===== src/rtl/acc_exec_pkg.sv =====
package acc_exec_pkg;
  localparam int DW  = 8;
  localparam int RAW = 6;
  localparam int IW  = 13;
  localparam int NREG = 1 << RAW;
  localparam logic [RAW-1:0] PC_ADDR   = 6'd2;
  localparam logic [RAW-1:0] STAT_ADDR = 6'd3;

  typedef enum logic [3:0] {
    OP_NOP, OP_CTLW, OP_CTLR, OP_EI, OP_DI, OP_RET, OP_RETI,
    OP_MOVR, OP_CLRA, OP_CLRR, OP_SUBA, OP_SUBR, OP_DECA, OP_DECR
  } op_e;

  typedef struct packed {
    op_e            op;
    logic           wr_acc;
    logic           wr_reg;
    logic [RAW-1:0] ra;
  } dec_t;
endpackage


===== src/rtl/acc_decode.sv =====
module acc_decode
  import acc_exec_pkg::*;
(
  input  logic [IW-1:0] instr,
  output dec_t          dec
);
  logic [6:0] grp;
  assign grp = instr[12:6];

  always_comb begin
    dec.op     = OP_NOP;
    dec.wr_acc = 1'b0;
    dec.wr_reg = 1'b0;
    dec.ra     = instr[RAW-1:0];
    case (grp)
      7'b0000000: begin
        case (instr[5:0])
          6'h02: dec.op = OP_CTLW;
          6'h10: dec.op = OP_EI;
          6'h11: dec.op = OP_DI;
          6'h12: dec.op = OP_RET;
          6'h13: dec.op = OP_RETI;
          6'h14: dec.op = OP_CTLR;
          default: dec.op = OP_NOP;
        endcase
      end
      7'b0000001: begin dec.op = OP_MOVR; dec.wr_reg = 1'b1; end
      7'b0000010: begin
        if (instr[5:0] == 6'h00) begin dec.op = OP_CLRA; dec.wr_acc = 1'b1; end
      end
      7'b0000011: begin dec.op = OP_CLRR; dec.wr_reg = 1'b1; end
      7'b0000100: begin dec.op = OP_SUBA; dec.wr_acc = 1'b1; end
      7'b0000101: begin dec.op = OP_SUBR; dec.wr_reg = 1'b1; end
      7'b0000110: begin dec.op = OP_DECA; dec.wr_acc = 1'b1; end
      7'b0000111: begin dec.op = OP_DECR; dec.wr_reg = 1'b1; end
      default: dec.op = OP_NOP;
    endcase
  end
endmodule


===== src/rtl/acc_alu.sv =====
module acc_alu
  import acc_exec_pkg::*;
(
  input  op_e           op,
  input  logic [DW-1:0] a,
  input  logic [DW-1:0] r,
  output logic [DW-1:0] res,
  output logic          z,
  output logic          c,
  output logic          dc,
  output logic          upd_z,
  output logic          upd_cdc
);
  localparam int HW = DW / 2;
  logic [DW:0] diff;
  logic [HW:0] lo_diff;

  assign diff    = {1'b0, r} - {1'b0, a};
  assign lo_diff = {1'b0, r[HW-1:0]} - {1'b0, a[HW-1:0]};
  assign c       = ~diff[DW];
  assign dc      = ~lo_diff[HW];
  assign z       = (res == '0);

  always_comb begin
    res     = '0;
    upd_z   = 1'b0;
    upd_cdc = 1'b0;
    case (op)
      OP_MOVR:          res = a;
      OP_CLRA, OP_CLRR: upd_z = 1'b1;
      OP_SUBA, OP_SUBR: begin res = diff[DW-1:0]; upd_z = 1'b1; upd_cdc = 1'b1; end
      OP_DECA, OP_DECR: begin res = r - DW'(1); upd_z = 1'b1; end
      default:          res = '0;
    endcase
  end
endmodule


===== src/rtl/acc_ret_stack.sv =====
module acc_ret_stack #(
  parameter int DEPTH = 8,
  parameter int PCW   = 10
) (
  input  logic           clk,
  input  logic           rst_n,
  input  logic           push,
  input  logic [PCW-1:0] push_val,
  input  logic           pop,
  output logic [PCW-1:0] top
);
  localparam int SPW = $clog2(DEPTH);
  logic [SPW-1:0] sp;
  logic [PCW-1:0] mem [DEPTH];

  assign top = mem[sp - SPW'(1)];

  always_ff @(posedge clk or negedge rst_n) begin
    if (!rst_n) sp <= '0;
    else if (pop) sp <= sp - SPW'(1);
    else if (push) sp <= sp + SPW'(1);
  end

  for (genvar gi = 0; gi < DEPTH; gi++) begin : g_slot
    always_ff @(posedge clk or negedge rst_n) begin
      if (!rst_n) mem[gi] <= '0;
      else if (push && !pop && sp == SPW'(gi)) mem[gi] <= push_val;
    end
  end
endmodule


===== src/rtl/acc_exec_unit.sv =====
module acc_exec_unit
  import acc_exec_pkg::*;
#(
  parameter int PCW       = 10,
  parameter int STK_DEPTH = 8
) (
  input  logic           clk,
  input  logic           rst_n,
  input  logic           cfg_pc_two_cycle,
  input  logic           in_valid,
  output logic           in_ready,
  input  logic [12:0]    instr,
  input  logic [PCW-1:0] pc_in,
  input  logic           push_en,
  input  logic [PCW-1:0] push_pc,
  input  logic [5:0]     dbg_addr,
  output logic [7:0]     dbg_data,
  output logic [7:0]     acc_out,
  output logic           flag_z,
  output logic           flag_c,
  output logic           flag_dc,
  output logic [7:0]     ctrl_out,
  output logic           ie_en,
  output logic [PCW-1:0] next_pc,
  output logic           done,
  output logic           long_cyc
);
  dec_t          d;
  logic          accept, busy_q, is_ret, pc_wr, stat_wr, rf_we;
  logic [DW-1:0] acc_q, ctrl_q, rval, res;
  logic [DW-1:0] rf [NREG];
  logic          z_q, c_q, dc_q, alu_z, alu_c, alu_dc, upd_z, upd_cdc;
  logic          z_n, c_n, dc_n;
  logic [DW-1:0] stat_byte;
  logic [PCW-1:0] stk_top, pc_n;

  acc_decode u_dec (.instr(instr), .dec(d));

  assign stat_byte = {5'b0, z_q, dc_q, c_q};

  function automatic logic [DW-1:0] rd_reg(input logic [RAW-1:0] a,
                                           input logic [PCW-1:0] pc,
                                           input logic [DW-1:0] st);
    if (a == PC_ADDR)        return pc[DW-1:0];
    else if (a == STAT_ADDR) return st;
    else                     return rf[a];
  endfunction

  assign rval     = rd_reg(d.ra, pc_in, stat_byte);
  assign dbg_data = rd_reg(dbg_addr, pc_in, stat_byte);

  acc_alu u_alu (
    .op(d.op), .a(acc_q), .r(rval), .res(res), .z(alu_z), .c(alu_c),
    .dc(alu_dc), .upd_z(upd_z), .upd_cdc(upd_cdc)
  );

  assign in_ready = ~busy_q;
  assign accept   = in_valid & in_ready;
  assign is_ret   = (d.op == OP_RET) || (d.op == OP_RETI);
  assign pc_wr    = accept & d.wr_reg & (d.ra == PC_ADDR);
  assign stat_wr  = accept & d.wr_reg & (d.ra == STAT_ADDR);
  assign rf_we    = accept & d.wr_reg & (d.ra != PC_ADDR) & (d.ra != STAT_ADDR);

  acc_ret_stack #(.DEPTH(STK_DEPTH), .PCW(PCW)) u_stk (
    .clk(clk), .rst_n(rst_n), .push(push_en & ~(accept & is_ret)),
    .push_val(push_pc), .pop(accept & is_ret), .top(stk_top)
  );

  always_comb begin
    {z_n, dc_n, c_n} = stat_wr ? res[2:0] : {z_q, dc_q, c_q};
    if (accept && upd_z)   z_n = alu_z;
    if (accept && upd_cdc) begin c_n = alu_c; dc_n = alu_dc; end
    if (accept && is_ret)  pc_n = stk_top;
    else if (pc_wr)        pc_n = {pc_in[PCW-1:DW], res};
    else                   pc_n = pc_in + PCW'(1);
  end

  for (genvar gi = 0; gi < NREG; gi++) begin : g_rf
    always_ff @(posedge clk or negedge rst_n) begin
      if (!rst_n) rf[gi] <= '0;
      else if (rf_we && d.ra == RAW'(gi)) rf[gi] <= res;
    end
  end

  always_ff @(posedge clk or negedge rst_n) begin
    if (!rst_n) begin
      acc_q <= '0; ctrl_q <= '0; ie_en <= 1'b0;
      z_q <= 1'b0; c_q <= 1'b0; dc_q <= 1'b0;
      next_pc <= '0; done <= 1'b0; long_cyc <= 1'b0; busy_q <= 1'b0;
    end else begin
      done     <= accept;
      long_cyc <= pc_wr & cfg_pc_two_cycle;
      busy_q   <= pc_wr & cfg_pc_two_cycle;
      z_q <= z_n; c_q <= c_n; dc_q <= dc_n;
      if (accept) begin
        next_pc <= pc_n;
        if (d.wr_acc) acc_q <= res;
        case (d.op)
          OP_CTLW:        ctrl_q <= acc_q;
          OP_CTLR:        acc_q  <= ctrl_q;
          OP_EI, OP_RETI: ie_en  <= 1'b1;
          OP_DI:          ie_en  <= 1'b0;
          default: ;
        endcase
      end
    end
  end

  assign acc_out  = acc_q;
  assign ctrl_out = ctrl_q;
  assign flag_z   = z_q;
  assign flag_c   = c_q;
  assign flag_dc  = dc_q;
endmodule


===== config.mk =====
export PLATFORM = sky130hd
export DESIGN_NAME = acc_exec_unit
export DESIGN_NICKNAME = d
export VERILOG_FILES = /design/src/rtl/acc_exec_pkg.sv /design/src/rtl/acc_decode.sv /design/src/rtl/acc_alu.sv /design/src/rtl/acc_ret_stack.sv /design/src/rtl/acc_exec_unit.sv
export SDC_FILE = /design/constraint.sdc
export NUM_CORES = 2
export LEC_CHECK = 0
export BUFFER_PORTS_ARGS = -buffer_cell sky130_fd_sc_hd__buf_2
export CAP_MARGIN = 10
export CORE_MARGIN = 4
export CORE_UTILIZATION = 45
export CTS_CLUSTER_DIAMETER = 60
export DETAILED_ROUTE_END_ITERATION = 7
export PLACE_DENSITY = 0.61
export SLEW_MARGIN = 20
export SYNTH_ARGS = -nofsm -noshare
export SYNTH_HDL_FRONTEND = slang
export SYNTH_SLANG_ARGS = --single-unit
export TNS_END_PERCENT = 100

===== constraint.sdc =====
create_clock -name clk -period 4.05 [get_ports clk]
set_input_delay 0.2025 -clock clk [delete_from_list [all_inputs] [get_ports clk]]
set_output_delay 0.2025 -clock clk [all_outputs]
set_load 0.02 [all_outputs]

# After elaboration in Yosys (flattened, before gate mapping)
# Cells that the tools add are included.
# op_classes
addsub	6
mul	0
div_mod_pow	0
order_cmp	3
eq_ne	94
shift	0
mux	32
bitwise_logic	16
reduce_logical	96
# ops
cell	count
$eq A6 B6 Y1 const B	32
$bmux W8 S6	2
$eq A6 B5 Y1 const B	16
$mux W8	10
$logic_and A1 B1 Y1	76
$eq A6 B4 Y1 const B	8
$mux W10	4
$pmux W4 S8	1
$bmux W10 S3	1
$eq A7 B3 Y1 const B	4
$eq A4 B4 Y1 const B	6
$eq A6 B2 Y1 const B	4
$eq A6 B3 Y1 const B	4
$pmux W8 S3	1
$pmux W3 S6	1
$eq A4 B3 Y1 const B	4
$eq A7 B2 Y1 const B	2
$ge A7 B7 Y1 const B	2
$not A6 Y7	2
$eq A3 B3 Y1 const B	4
$ne A6 B2 Y1 const B	2
$add A10 B1 Y10 const B	1
$reduce_bool A2 Y1	5
$and A1 B1 Y1	9
other kinds (28)	46
# totals
register_bits	627
latch_bits	0
mem_bits_rw	0
romBits	0
inputBits	44
output_inout_bits	41
elab_cells	329
memories	0

# Depth between registers and ports, before layout
# depth
word_depth	10
depth_mapped	22
depth_no_buf	18

# By module
# A second synthesis with hierarchy kept.
# hier_totals
hier_cells	2578
area_unflattened_um2	34819.6
# modules_own_cells
module	n_inst	cells_each	area_per_inst_um2	seq_area_each_um2
acc_exec_unit	1	2139	29684.7	13538.0
acc_ret_stack	1	300	4154.0	2077.0
acc_alu	1	108	770.7	0.0
acc_decode	1	31	210.2	0.0

# Worst setup path after synthesis
# Ideal clock, no wire load.
# synth_timing
path_kind	input to register
startpoint	input instr[1]
endpoint	register rf[254] (netlist name)
setup_time_ps	138
t_arrival_ps	4250
required_ps	3912
slack_ps	-338
cell_stages	22
n_path_buf	6
cell_sequence	buf_4 -> buf_6 -> buf_4 -> buf_2 -> mux4_2 -> a22oi_1 -> nand4_1 -> a311oi_1 -> o31a_1 -> ha_1 -> inv_1 -> fa_1 -> nand2_1 -> nand2_1 -> a21oi_1 -> o21ai_0 -> or2_2 -> a32oi_1 -> o21a_1 -> clkbuf_1 -> clkbuf_1 -> a21oi_1
# synth_via
elab_chain_cells	8
elab_cells_between_ends	33
cone_classes	2 x add/sub; 15 x eq/ne; 9 x mux; 3 x bitwise; 4 x reduce/logical
# synth_rtl
element	line	text
start, declared	acc_exec_unit.sv:12	input logic [12:0] instr,
$not A6 Y7 (not written as such)	acc_exec_unit.sv:46	else return rf[a];
$bmux W8 S6	acc_exec_unit.sv:46	
$mux W8 (not written as such) (2 in a row)	acc_exec_unit.sv:46	
$mux W8	acc_exec_unit.sv:45	else if (a == STAT_ADDR) return st;
$mux W8	acc_exec_unit.sv:44	if (a == PC_ADDR) return pc[DW-1:0];
$sub A8 B1 Y8 or $sub A8 B8 Y9 (tied branches)	acc_alu.sv:32, acc_alu.sv:18	
$pmux W8 S3	acc_alu.sv:28	case (op)
end signal, assigned by index	acc_exec_unit.sv:81	else if (rf_we && d.ra == RAW'(gi)) rf[gi] <= res;
end, declared	acc_exec_unit.sv:31	logic [DW-1:0] rf [NREG];
# Parallel ways exist; a longest one is shown, timed or not. The select of a mux whose other input is x is not followed.
# A chain may end at the register's enable or synchronous reset.

# Final worst setup path
# layout_timing
startpoint	register rf[25] (netlist name)
endpoint	register rf[303] (netlist name)
# layout_via
elab_chain_cells	7
elab_cells_between_ends	8
cone_classes	2 x add/sub; 6 x mux
# layout_rtl
element	line
$bmux W8 S6 *	acc_exec_unit.sv:46
$mux W8 (not written as such) * (2 in a row)	acc_exec_unit.sv:46
$mux W8 *	acc_exec_unit.sv:45
$mux W8 *	acc_exec_unit.sv:44
$sub A8 B1 Y8 or $sub A8 B8 Y9 (tied branches)	acc_alu.sv:32, acc_alu.sv:18
$pmux W8 S3 *	acc_alu.sv:28
# Mark *: on every way between the ends. The rest lies on a longest branch, timed or not. The select of a mux whose other input is x is not followed.

==> metrics.md <==
| Metric | Value |
|---|---|
| Routed vias | `26375` |
| Mapped Area | `0.0333 mm^2` |
| Pwr Total | `17.2 mW` |
| Peak supply drop | `around 470 uV` |
| Area leader, netlist | `dfrtp_1` |
| Count leader, synth | `dfrtp_1` |
| Routed length per instance | `between 20 and 30 um` |
| Final Hold Fails | `0` |
| Core box area | `0.0731 mm^2` |
| Syn nets | `slightly below 3000` |
| Crit-path cells | `mux4_2 -> a22oi_2 -> a21oi_2 -> or4_4 -> a32oi_4 -> inv_2 -> ha_4 -> nor2b_4 -> o21ai_2 -> a21boi_2 -> o21a_1 -> o21a_1 -> o21ai_2 -> a211o_1 -> nand3_2 -> nor2_4 -> buf_8 -> buf_12 -> o21ai_2` |
| Vias in the first global route | `26382` |
| Area Overhead vs Synth | `22.8%` |
| CTS tree | `built` |
| Final Setup Violations | `~160` |
| GRT Total Usage | `0.292` |
| Synth unique cells | `80` |
| Synthesized area per cell | `11.6 um^2` |
| Setup tns final | `-7.34 ns` |
| Worst setup EP type | `flop` |
| Worst path buffer plus inverter count | `3` |
| Slowest CP cell | `or4_4` |
| Final Skew | `0.0336 ns` |
| CP Data Arrival Time | `4.64 ns` |
| Sink Count | `627` |
| RSZ-0062 raised after global routing | `true` |
| Gpl congestion | `0.985` |
| Final #Nets | `3204` |
| CTS H-tree depth | `3` |
| Routed vias/inst | `6.33` |
| Failing checks | `setup timing` |
| Post-synth EDFFs | `0` |
| Tcrit/Tclk final | `1.02` |
| Syn Inst Count | `2874` |
| Clk_lat worst skew | `0.65 ns` |
| Rows | `99` |
| Die Area | `0.0783 mm^2` |
| Final setup margin | `-0.0916 ns` |
| Detailed Place HPWL | `just under 80000 um` |
| Layout cells sized above 1 | `0.368` |
| YS warnings | `0` |
| Outcome | `finished, violations left` |
| CP Depth | `19` |
| Worst rel slew slack | `0.194` |
| Largest net degree at the start of global routing | `105` |
| Seq/Total Area, Yosys | `0.472` |
| Slew Viols, Final | `0` |
| Top area cells in the synthesized netlist | `dfrtp_1 47%, mux4_2 18%, mux2_2 5.3%, nand2_1 3.8%, o21ai_0 3.6%` |
| Final WL | `roughly 120000 um` |
| First-pass GRT wire length | `172000 um` |
| Chip Width | `280 um` |
| IO Pins | `85` |
| CP most frequent cell | `o21ai_2` |
| CTS clk-pin slew, worst paths | `0.06 ns` |
| Most instantiated cells after synthesis | `627 x dfrtp_1, 338 x nand2_1, 278 x nor2_1, 265 x mux4_2, 240 x o21ai_0` |
| Post-route minimum period | `4.14 ns` |
| Port bufs | `84` |
| Family with the most delay on the worst path | `compound AO/OA/AOI/OAI gates` |
| Worst Hold Depth | `5` |
| Crit-path max FO | `8` |
| Initial antenna violation count | `8` |
| Pwr dens | `420 mW/mm^2` |
| Seq cells post-synth | `627` |
| Top FF cell, synth | `dfrtp_1` |
| CTS max path bufs | `3` |
| R2r worst-path depth | `19` |
| Async set-reset flop share out of synthesis | `1.00` |
| Hold Path Class | `in -> reg` |
| First DRT Iteration DRCs | `between 3000 and 4000` |
| WS Path Type | `reg -> reg` |
| Top-area cell type share of the netlist area | `0.472` |
| TritonRoute pass-1 iters | `6` |
| Total clock buffers created by CTS | `75` |
| Worst Tran Pin Value | `about 1.2 ns` |
| Critical path startpoint category | `flop` |
| Drt drc | `0` |
| Max incr delay on CP | `0.53 ns` |
| DIE HEIGHT | `280 um` |
| Antenna Violating Nets Remaining | `0` |
| Clk root buf | `clkbuf_16` |
| Leakage | `approximately 18 nW` |
| Fmax | `0.241 GHz` |
| CP Data Required Time | `4.55 ns` |
| Max Cap Viol | `0` |
| GRT overflow | `0` |
| Initial Util | `0.455` |
==> tightest hold or removal path, cell delays in order <==
cell,delay (ns)
buf_2,0.07
nand2_1,0.04
buf_4,0.19
nand2_1,0.08
o31ai_1,0.06
==> where the power goes <==
group	internal (mW)	switching [mW]	total, mW
logic	1.55	1.65	3.21
registers	6.78	0.323	7.10
clock network	3.97	2.87	6.85
==> timing repair <==
| item | in CTS | in global routing |
|---|---|---|
| gates cloned | 9 | 19 |
| hold endpoints to repair | 178 | 0 |
| pin swaps | 22 | 67 |
| buffers inserted | 14 | 7 |
| endpoints found under the setup margin | 286 | 245 |
| resized for setup | 84 | 210 |
| hold buffers | 14 | 0 |
==> cell type report <==
class	count	area (um^2)
timing repair buffer	437	4160
fill	6066	32200
antenna	7	17.5
clock inverter	32	413
tap	959	1200
clock buffer	103	2110
sequential	627	15700
inverter	25	93.8
multi-input combinational	1975	17200
==> registers in the layout (all words and copies together) (netlist names) <==
| name | count |
|---|---|
| flag_z | 1 |
| next_pc | 10 |
| ctrl_out | 8 |
| long_cyc | 1 |
| u_stk.sp | 3 |
| acc_out | 8 |
| done | 1 |
| u_stk.mem | 80 |
| ie_en | 1 |
| flag_dc | 1 |
| flag_c | 1 |
| rf | 512 |
==> stage by stage <==
step            util  worst slack (ns)  cells  cell area (um^2)  hold slack, ns
2_1_floorplan      -           0.00138   2874             33300         -0.0931
3_3_place_gp   0.500            -0.503   3967             36600           0.353
3_5_place_dp   0.500            -0.543   3967             36600           0.367
4_1_cts        0.544            -0.119   4138             39800          0.0251
5_1_grt        0.559            -0.191   4158             40800          0.0721
6_report       0.559           -0.0916   4165             40900          0.0577
==> path summary, 6_finish.rpt <==
path / start / endpoint / slack [ns]
worst max-delay path: rf[25]$_DFFE_PN0P_ / rf[303]$_DFFE_PN0P_ / -0.09
worst min-delay path: in_valid / next_pc[7]$_DFFE_PN0P_ / 0.06
worst max register to register: rf[25]$_DFFE_PN0P_ / rf[303]$_DFFE_PN0P_ / -0.09
worst min register to register: rf[481]$_DFFE_PN0P_ / rf[481]$_DFFE_PN0P_ / 0.38
max in group asynchronous: rst_n / rf[434]$_DFFE_PN0P_ / 2.63
min in group asynchronous: rst_n / rf[67]$_DFFE_PN0P_ / 0.27
==> routing by layer <==
| layer | up-vias | share of wire | track usage |
|---|---|---|---|
| met3 | 353 | 0.084 | 0.0649 |
| met2 | 1280 | 0.47 | 0.464 |
| li1 | 11114 | - | - |
| met1 | 13624 | 0.39 | 0.392 |
| met5 | - | 0.00023 | 0 |
| met4 | 4 | 0.054 | 0.119 |
==> layout by cell type, fill, tap and decap left out, drive strengths merged, types with 29 or more instances in the layout <==
cell / instances
clkbuf: 117
nor2: 281
a22oi: 56
inv: 29
nand2: 342
nand3: 47
dfrtp: 627
a21oi: 229
buf: 409
mux4: 271
mux2i: 115
o21ai: 270
mux2: 157
==> logic make-up (layout without fill, tap and decap cells) <==
group / Yosys count / after routing / share of synthesized area
compound gates: 632 / 632 / 0.110
xor+xnor: 17 / 17 / 0.00448
fa+ha+maj: 19 / 19 / 0.00737
buf+inv: 272 / 597 / 0.0363
flops: 627 / 627 / 0.472
mux: 543 / 543 / 0.272
other cells: 0 / 7 / 0
simple gates: 764 / 764 / 0.0977
Note: power is estimated with default switching activity, not from simulation.
